`config.mk`:
```
export PLATFORM = sky130hd
export DESIGN_NAME = fir_tap_engine
export DESIGN_NICKNAME = d
export VERILOG_FILES = /design/src/rtl/fir_pkg.sv /design/src/rtl/fir_tap_sequencer.sv /design/src/rtl/fir_delay_line.sv /design/src/rtl/fir_coef_bank.sv /design/src/rtl/fir_mac_path.sv /design/src/rtl/fir_tap_engine.sv
export SDC_FILE = /design/constraint.sdc
export NUM_CORES = 2
export LEC_CHECK = 0
export BUFFER_PORTS_ARGS = -buffer_cell sky130_fd_sc_hd__buf_2
export CAP_MARGIN = 0
export CORE_MARGIN = 2
export CORE_UTILIZATION = 40
export CTS_BUF_LIST = sky130_fd_sc_hd__clkbuf_16
export DETAILED_ROUTE_END_ITERATION = 8
export GPL_ROUTABILITY_DRIVEN = 0
export SLEW_MARGIN = 15
export SYNTH_ARGS = -nofsm -noshare
export SYNTH_HDL_FRONTEND = slang
export SYNTH_SLANG_ARGS = --single-unit
```
`constraint.sdc`:
```
create_clock -name clk -period 8.4 [get_ports clk]
set_clock_uncertainty 0.15 [all_clocks]
set_input_delay 1.26 -clock clk [delete_from_list [all_inputs] [get_ports clk]]
set_output_delay 1.26 -clock clk [all_outputs]
set_load 0.02 [all_outputs]
```
`src/rtl/fir_pkg.sv`:
```
// Shared definitions for the FIR tap engine.
// Assumes nothing beyond the users importing it.
package fir_pkg;
    // Phases of one filter pass.
    typedef enum logic [1:0] {
        SEQ_IDLE  = 2'd0,
        SEQ_RUN   = 2'd1,
        SEQ_DRAIN = 2'd2
    } seq_state_e;
endpackage

```
`src/rtl/fir_tap_sequencer.sv`:
```
// Pass sequencer: accepts a sample when idle, then walks the tap index
// from DELAY_M down to 0, then spends one drain cycle.
// Assumes DELAY_M >= 1.
module fir_tap_sequencer
    import fir_pkg::*;
#(
    parameter int DELAY_M = 7,
    localparam int TAP_AW = $clog2(DELAY_M + 1)
) (
    input  logic              clk,
    input  logic              rst_n,
    input  logic              in_valid,
    output logic              in_ready,
    output logic              start,
    output logic              step_move,
    output logic              step_last,
    output logic              step_drain,
    output logic [TAP_AW-1:0] tap_idx
);
    localparam logic [TAP_AW-1:0] OLDEST = TAP_AW'(DELAY_M);

    seq_state_e        state;
    logic [TAP_AW-1:0] cnt;

    // Decode the current phase into datapath strobes.
    always_comb begin
        in_ready   = (state == SEQ_IDLE);
        start      = in_ready && in_valid;
        step_move  = (state == SEQ_RUN) && (cnt != '0);
        step_last  = (state == SEQ_RUN) && (cnt == '0);
        step_drain = (state == SEQ_DRAIN);
        tap_idx    = cnt;
    end

    // Advance the phase and the tap counter.
    always_ff @(posedge clk) begin
        if (!rst_n) begin
            state <= SEQ_IDLE;
            cnt   <= '0;
        end else begin
            case (state)
                SEQ_IDLE: if (start) begin
                    state <= SEQ_RUN;
                    cnt   <= OLDEST;
                end
                SEQ_RUN: begin
                    if (cnt == '0) state <= SEQ_DRAIN;
                    else           cnt   <= cnt - 1'b1;
                end
                SEQ_DRAIN: state <= SEQ_IDLE;
                default:   state <= SEQ_IDLE;
            endcase
        end
    end
endmodule

```
`src/rtl/fir_delay_line.sv`:
```
// Sample store of DELAY_M+1 slots; slot k holds x(n-k).
// A push writes slot 0; a move copies slot dst-1 into slot dst.
// Assumes push and move never coincide and dst >= 1 on a move.
module fir_delay_line #(
    parameter int DATA_W  = 16,
    parameter int DELAY_M = 7,
    localparam int TAP_AW = $clog2(DELAY_M + 1)
) (
    input  logic              clk,
    input  logic              rst_n,
    input  logic              push,
    input  logic [DATA_W-1:0] push_data,
    input  logic              move,
    input  logic [TAP_AW-1:0] move_dst,
    input  logic [TAP_AW-1:0] rd_addr,
    output logic [DATA_W-1:0] rd_data
);
    logic [DATA_W-1:0] slot [DELAY_M+1];

    // Asynchronous read port for the sample register.
    assign rd_data = slot[rd_addr];

    // Clear, push the newest sample, or move one sample down a slot.
    always_ff @(posedge clk) begin
        if (!rst_n) begin
            for (int i = 0; i <= DELAY_M; i++) slot[i] <= '0;
        end else if (push) begin
            slot[0] <= push_data;
        end else if (move) begin
            slot[move_dst] <= slot[move_dst - 1'b1];
        end
    end
endmodule

```
`src/rtl/fir_coef_bank.sv`:
```
// Coefficient store, one register per tap, with one write port and one
// asynchronous read port. Writes to an index above DELAY_M are dropped.
// Assumes the caller gates the write strobe.
module fir_coef_bank #(
    parameter int COEF_W  = 16,
    parameter int DELAY_M = 7,
    localparam int TAP_AW = $clog2(DELAY_M + 1)
) (
    input  logic              clk,
    input  logic              rst_n,
    input  logic              we,
    input  logic [TAP_AW-1:0] waddr,
    input  logic [COEF_W-1:0] wdata,
    input  logic [TAP_AW-1:0] raddr,
    output logic [COEF_W-1:0] rdata
);
    logic [(DELAY_M+1)*COEF_W-1:0] coef_flat;

    for (genvar g = 0; g <= DELAY_M; g++) begin : g_tap
        logic [COEF_W-1:0] q;
        // Hold the coefficient of tap g.
        always_ff @(posedge clk) begin
            if (!rst_n)                           q <= '0;
            else if (we && waddr == TAP_AW'(g))   q <= wdata;
        end
        assign coef_flat[g*COEF_W +: COEF_W] = q;
    end

    // Select the coefficient of the tap being multiplied.
    assign rdata = coef_flat[raddr*COEF_W +: COEF_W];
endmodule

```
`src/rtl/fir_mac_path.sv`:
```
// Sample register -> multiplier -> product register -> adder ->
// accumulator, followed by Q15 rounding and saturation of the final sum.
// Assumes the fractional width of the coefficients is COEF_W-1.
module fir_mac_path #(
    parameter int DATA_W  = 16,
    parameter int COEF_W  = 16,
    parameter int GUARD_W = 8
) (
    input  logic              clk,
    input  logic              rst_n,
    input  logic              clear,
    input  logic              load_t,
    input  logic [DATA_W-1:0] t_in,
    input  logic              mul_en,
    input  logic [COEF_W-1:0] coef,
    input  logic              acc_en,
    input  logic              finish,
    output logic              out_valid,
    output logic [DATA_W-1:0] out_sample
);
    localparam int PROD_W = DATA_W + COEF_W;
    localparam int ACC_W  = PROD_W + GUARD_W;
    localparam int FRAC_W = COEF_W - 1;
    localparam logic signed [ACC_W-1:0] OUT_MAX =
        {{(ACC_W-DATA_W+1){1'b0}}, {(DATA_W-1){1'b1}}};
    localparam logic signed [ACC_W-1:0] OUT_MIN =
        {{(ACC_W-DATA_W+1){1'b1}}, {(DATA_W-1){1'b0}}};
    localparam logic signed [ACC_W-1:0] HALF_LSB =
        {{(ACC_W-FRAC_W){1'b0}}, 1'b1, {(FRAC_W-1){1'b0}}};

    logic signed [DATA_W-1:0] t_reg;
    logic signed [PROD_W-1:0] p_reg;
    logic signed [PROD_W-1:0] prod;
    logic signed [ACC_W-1:0]  acc;
    logic signed [ACC_W-1:0]  acc_next;
    logic signed [ACC_W-1:0]  rounded;
    logic signed [ACC_W-1:0]  scaled;
    logic signed [DATA_W-1:0] limited;

    // Multiply, accumulate, round and clamp.
    always_comb begin
        prod     = t_reg * $signed(coef);
        acc_next = acc + {{GUARD_W{p_reg[PROD_W-1]}}, p_reg};
        rounded  = acc_next + HALF_LSB;
        scaled   = rounded >>> FRAC_W;
        if (scaled > OUT_MAX)      limited = OUT_MAX[DATA_W-1:0];
        else if (scaled < OUT_MIN) limited = OUT_MIN[DATA_W-1:0];
        else                       limited = scaled[DATA_W-1:0];
    end

    // Sample register feeding the multiplier.
    always_ff @(posedge clk) begin
        if (!rst_n)      t_reg <= '0;
        else if (load_t) t_reg <= $signed(t_in);
    end

    // Product register and accumulator.
    always_ff @(posedge clk) begin
        if (!rst_n || clear) begin
            p_reg <= '0;
            acc   <= '0;
        end else begin
            if (mul_en) p_reg <= prod;
            if (acc_en) acc   <= acc_next;
        end
    end

    // Result register and its one-cycle strobe.
    always_ff @(posedge clk) begin
        if (!rst_n) begin
            out_valid  <= 1'b0;
            out_sample <= '0;
        end else begin
            out_valid <= finish;
            if (finish) out_sample <= limited;
        end
    end
endmodule

```
`src/rtl/fir_tap_engine.sv`:
```
// FIR engine top: one tap per clock, with the delay-line shift merged
// into the tap loop. Taps run from x(n-DELAY_M) to x(n); DELAY_M+2 busy
// cycles per sample. Assumes DELAY_M >= 1 and Q15 samples/coefficients.
module fir_tap_engine #(
    parameter int DATA_W  = 16,
    parameter int COEF_W  = 16,
    parameter int DELAY_M = 7,
    parameter int GUARD_W = 8,
    localparam int TAP_AW = $clog2(DELAY_M + 1)
) (
    input  logic              clk,
    input  logic              rst_n,
    input  logic              in_valid,
    output logic              in_ready,
    input  logic [DATA_W-1:0] in_sample,
    input  logic              coef_we,
    input  logic [TAP_AW-1:0] coef_addr,
    input  logic [COEF_W-1:0] coef_data,
    output logic              out_valid,
    output logic [DATA_W-1:0] out_sample
);
    localparam logic [TAP_AW-1:0] OLDEST = TAP_AW'(DELAY_M);

    logic              start, step_move, step_last, step_drain;
    logic [TAP_AW-1:0] tap_idx;
    logic [TAP_AW-1:0] rd_addr;
    logic [DATA_W-1:0] rd_data;
    logic [COEF_W-1:0] coef_rd;

    // Sample address: the oldest on acceptance, else the next newer one.
    assign rd_addr = start ? OLDEST : (step_move ? tap_idx - 1'b1 : '0);

    fir_tap_sequencer #(.DELAY_M(DELAY_M)) u_seq (
        .clk(clk), .rst_n(rst_n), .in_valid(in_valid), .in_ready(in_ready),
        .start(start), .step_move(step_move), .step_last(step_last),
        .step_drain(step_drain), .tap_idx(tap_idx)
    );

    fir_delay_line #(.DATA_W(DATA_W), .DELAY_M(DELAY_M)) u_line (
        .clk(clk), .rst_n(rst_n), .push(start), .push_data(in_sample),
        .move(step_move), .move_dst(tap_idx), .rd_addr(rd_addr),
        .rd_data(rd_data)
    );

    fir_coef_bank #(.COEF_W(COEF_W), .DELAY_M(DELAY_M)) u_coef (
        .clk(clk), .rst_n(rst_n), .we(coef_we && in_ready),
        .waddr(coef_addr), .wdata(coef_data), .raddr(tap_idx),
        .rdata(coef_rd)
    );

    fir_mac_path #(.DATA_W(DATA_W), .COEF_W(COEF_W), .GUARD_W(GUARD_W)) u_mac (
        .clk(clk), .rst_n(rst_n), .clear(start),
        .load_t(start || step_move), .t_in(rd_data),
        .mul_en(step_move || step_last), .coef(coef_rd),
        .acc_en(step_move || step_last || step_drain),
        .finish(step_drain), .out_valid(out_valid), .out_sample(out_sample)
    );
endmodule

```
-- Yosys cells after proc, flatten, opt, wreduce, memory -nomap -nowiden
Memory sizes are Yosys's and may differ from the RTL's. A register that Yosys moved wholly into a read port is not among the register bits.
Cells that the tools add are included.
- add/subtract/negate cells: 3
- multipliers: 1
- order comparisons: 2
- equal/unequal tests: 12
- shifts and indexed selects: 1
- muxes and demuxes: 22
- bitwise logic cells: 1
- reductions and logical operators: 26
- operator list (operator ; count):
    $shiftx 128x8->16 ; 1
    $mux 16 ; 4
    $add 40x16->40 const B ; 1
    $add 40x40->40 ; 1
    $mul 16x16->32 ; 1
    $gt 25x16->1 const B ; 1
    $lt 25x16->1 const B ; 1
    $reduce_or 16->1 ; 1
    $mux 3 ; 5
    $eq 3x3->1 const B ; 4
    $logic_and 1x1->1 ; 12
    $mux 1 ; 9
    $eq 3x2->1 const B ; 2
    $logic_not 3->1 ; 2
    $pmux 3 s2 ; 1
    $logic_or 1x1->1 ; 4
    $mux 2 ; 2
    $ne 2x2->1 const B ; 2
    $pmux 2 s2 ; 1
    $eq 3x1->1 const B ; 1
    $reduce_and 3->1 ; 1
    $reduce_bool 3->1 ; 1
    $sub 3x1->3 const B ; 1
    $eq 2x1->1 const B ; 1
    7 further kinds ; 8
- bits in registers: 222
- RAM bits: 128
- bits of input ports: 39
- output and inout bits: 18
- word-level logic and storage cells: 83
- memories kept: 1
- memory list (name ; depth ; bits a word ; rd ports ; clocked after Yosys merged registers in ; wr ports ; RTL line ; RTL):
    u_line.slot ; 8 ; 16 ; 2 ; 1 ; 8 ; fir_delay_line.sv:18 ; logic [DATA_W-1:0] slot [DELAY_M+1];

-- Longest topological paths before layout
- depth after elaboration: 8
- gate-level depth with buffers: 35

-- Hierarchy
A second synthesis with hierarchy kept.
- cells, all modules: 3042
- area, all modules: 29851.1 sq um
- modules (own cells, without submodules) (module ; instances ; cells each ; area each (sq um) ; sequential area each (sq um)):
    fir_mac_path ; 1 ; 1881 ; 16639.7 ; 2102.0
    fir_delay_line ; 1 ; 475 ; 6786.5 ; 3843.7
    fir_coef_bank ; 1 ; 647 ; 6083.3 ; 2562.5
    fir_tap_sequencer ; 1 ; 27 ; 257.7 ; 100.1
    fir_tap_engine ; 1 ; 12 ; 83.8 ; 0.0

-- Worst setup path before layout
OpenSTA, ideal clock, no wires.
- path type: register to register
- from: register u_seq.cnt[0] (netlist: u_seq.tap_idx[0])
- to: register u_mac.p_reg[31]
- library setup time: 0.138 ns
- data arrival time: 7.563 ns
- required time: 8.112 ns
- setup slack: 0.549 ns
- stages on the path, launching flop included: 31
- path buffers: 4
- cells stage by stage: dfxtp_1 > clkbuf_1 > clkbuf_1 > nor3_1 > clkbuf_1 > a22oi_1 > nand4_1 > clkbuf_1 > nand2_1 > fa_1 > inv_1 > fa_1 > inv_1 > fa_1 > inv_1 > fa_1 > fa_1 > inv_1 > fa_1 > inv_1 > ha_1 > or3_1 > o31ai_1 > o21ai_0 > nand2_1 > a31oi_1 > a211o_1 > a21oi_1 > nand3b_1 > o211ai_1 > a21oi_1
- word-level cells in the longest chain between the ends: 3
- elaborated cells on any way between the ends: 7
- ends and longest elaborated chain (item ; RTL line ; RTL):
    from (decl) ; fir_tap_sequencer.sv:23 ; logic [TAP_AW-1:0] cnt;
    from (signal assigned) ; fir_tap_sequencer.sv:48 ; else cnt <= cnt - 1'b1;
    parallel branches: the longest is 3 deep, another holds $mul 16x16->32 ; -- ;
    to (signal assigned) ; fir_mac_path.sv:63 ; if (mul_en) p_reg <= prod;
    to (decl) ; fir_mac_path.sv:32 ; logic signed [PROD_W-1:0] p_reg;
Parallel ways; which one is timed is not known.
A chain may end at the register's enable or synchronous reset.

-- Worst setup path after layout
- from: register u_seq.cnt[1] (netlist: u_seq.tap_idx[1])
- to: register u_mac.p_reg[31]
Same word-level chain as after synthesis.

==> impl_metrics.csv <==
group,metric,value,unit
clock_network,clockBufferDepth,3,
min_path,hold_path_class,"register to register",
die,die_w,274.0,um
timing,fin_tns_setup,0,ns
timing,slew_headroom,16.52,%
timing,drv_slew,0,
critical_path,critPathSlowestCell,"fa_1",
yosys,synth_top_cell_area_share,18.05,%
die,die_y,274.0,um
clock_network,cts_setup_buffers,0,
routing,wl_per_cell,19.94,um
clock_network,htree_levels,2,
routing,ant_nets,0,
yosys,synth_top_area_cell,"fa_1",
timing,setup_viol,0,
grt,overflow,0,
die,ios,57,
grt,grt_use_total,22.02,%
routing,viasPerCell,5.464,
routing,routed_wl,83.07,mm
placement,dp_hpwl,58.19,mm
die,num_rows,99,
finish,final_nets,3599,
clock_network,cts.clk_slew.worst_paths,0.06,ns
finish,layout_commonest_cell,"nand2_1",
grt,grt_max_degree,77,
grt,grt_pass1_wl,129.7,mm
power,power,0.005577,W
clock_network,cts_root_buf,"clkbuf_16",
grt,antenna_found_initial,6,
routing,dr.pass1.iters,6,
yosys,synthesis.nets,3619,
clock_network,clk_latency,0.61,ns
yosys,synthFlopType,"dfxtp_1",
timing,period_needed,7.900,ns
yosys,synth_cell_types,92,
placement,numPortBuffers,56,
critical_path,crit_path_end_kind,"register",
yosys,async_reset_ff_share,0,%
yosys,syn_area,29170,um^2
yosys,ys_top_cells_by_area,"fa_1 (18%), dfxtp_1 (16%), edfxtp_1 (13%), nand2_1 (6.8%), ha_1 (5.4%)",
finish,layout_common_cells,"nand2_1 (525), inv_1 (355), fa_1 (263)",
critical_path,arrival,8.19,ns
critical_path,startpoint_type,"register",
routing,route.detailed.drc,0,
critical_path,required,8.69,ns
clock_network,cts_buffers,44,
timing,max_freq,126.6,MHz
clock_network,cts_tree,"done",
routing,initialDrtViolationCount,1777,
critical_path,path_class,"register to register",
critical_path,r2r_slack,0.50,ns
timing,holdWs,0.3143,ns
power,power.leakage,13.34,nW
die,start_util,40.18,%
clock_network,cts.sinks,366,
timing,rsz0062_at_grt,"false",
clock_network,ctsHoldBuffers,0,
grt,grt_pass1_vias,22390,
finish,layout-drive-gt1-share,9.201,%
yosys,ys_warn_count,0,
run,drv_cap,0,
yosys,synth_area_per_cell,9.143,um^2
die,die_area,75090,um^2
yosys,synth_edf_count,128,
yosys,seq_area_frac_synth,29.51,%
power,power_density,174.1,nW/um^2
run_status,outcome,"completed",
timing,fin_crit_sh,94.05,%
timing,tightest_slew,1.244,ns
finish,top_regs,"u_coef.g_tap.q (128), u_line.slot (128), u_mac.acc (40)",
routing,vias,22770,
critical_path,crit_path_max_incr_delay,0.54,ns
power,ir_drop,0.0001578,V
die,core,72590,um^2
timing,finalHoldViolCount,0,
finish,syn_to_final_growth,9.845,%
yosys,synth_cells,3190,
critical_path,crit_path_max_fanout,17,
clock_network,ctsResizeCount,0,
yosys,ys_ff_latch,366,
==> area by class of cell <==
cell class                 instances  area, um^2
inverter                         350        1314
fill                            7166       40550
tap                              959        1200
multi-input combinational       2289       18580
sequential                       366        8611
clock buffer                      44        1101
clock inverter                    38       474.2
timing repair buffer             119       755.7
antenna                            1       2.502
==> per-layer routing <==
metal / global-route usage, % / share of wire, % / vias to the layer above / routed length [um]
met4: 6.622 / 2.9 / 4 / 2433
met5: 0 / 0.033 / - / 27
li1: - / - / 10670 / -
met1: 29.75 / 44 / 11240 / 36860
met2: 36.38 / 47 / 695 / 38900
met3: 3.415 / 5.8 / 157 / 4851
==> worst max-delay path, delay by kind of cell, from the launching register on <==
kind	cells	cell delay, ns
DFF	1	0.44
buffers and inverters	8	1.02
adders and majority gates	7	2.93
and+or+nand+nor	6	0.95
AOI/OAI and AO/OA	9	2.20
==> cell usage after synthesis, drive strengths merged (7+ instances only) <==
cell    count
o221ai     34
a31oi      38
nand3      31
and4        7
o211ai     15
mux2i      78
or2        10
nor3       28
and3       29
clkbuf    151
mux4       32
a211oi     31
nand4      24
nor2      246
inv       350
and2       98
fa        263
nor2b      68
nand2     528
a22oi      67
dfxtp     238
buf        34
o21a       17
a21o       31
ha        127
xnor2      50
nor4        8
a21oi      61
a21boi    133
edfxtp    128
o21ai      74
xor2       26
nand2b     33
o32ai      15
==> logic make-up after synthesis <==
group,count (synthesis),share of synthesized area (%)
xor gates and xnor gates,76,2.282
and+or+nand+nor,1135,17.91
adders and majority gates,390,23.50
DFF,366,29.51
buffers and inverters,535,7.168
muxes,111,5.186
AOI/OAI and AO/OA,577,14.44
==> per-stage QoR <==
step / worst slack (ns) / area, um^2 / std cells / util, %
2_1_floorplan: 0.5486 / 29170 / 3190 / -
3_3_place_gp: 0.3639 / 30450 / 4083 / 41.94
3_5_place_dp: 0.2294 / 30450 / 4083 / 41.94
4_1_cts: 0.1837 / 32020 / 4165 / 44.11
5_1_grt: 0.01740 / 32040 / 4166 / 44.14
6_report: 0.4998 / 32040 / 4166 / 44.14
==> worst paths after layout <==
check / endpoint / startpoint / cells past startpoint
setup / recovery: u_mac.p_reg[31] / u_seq.tap_idx[1] / 30
hold / removal: u_coef.g_tap[1].q[7] / u_coef.g_tap[1].q[7] / 2
setup reg to reg: u_mac.p_reg[31] / u_seq.tap_idx[1] / 30
hold reg to reg: u_coef.g_tap[1].q[7] / u_coef.g_tap[1].q[7] / 2
==> where the power goes <==
group	internal, W	switching, W
clock	0.00124	0.000830
combinational	0.000488	0.000949
sequential	0.00193	0.000135
No activity file was read; power rests on OpenSTA's default activity.
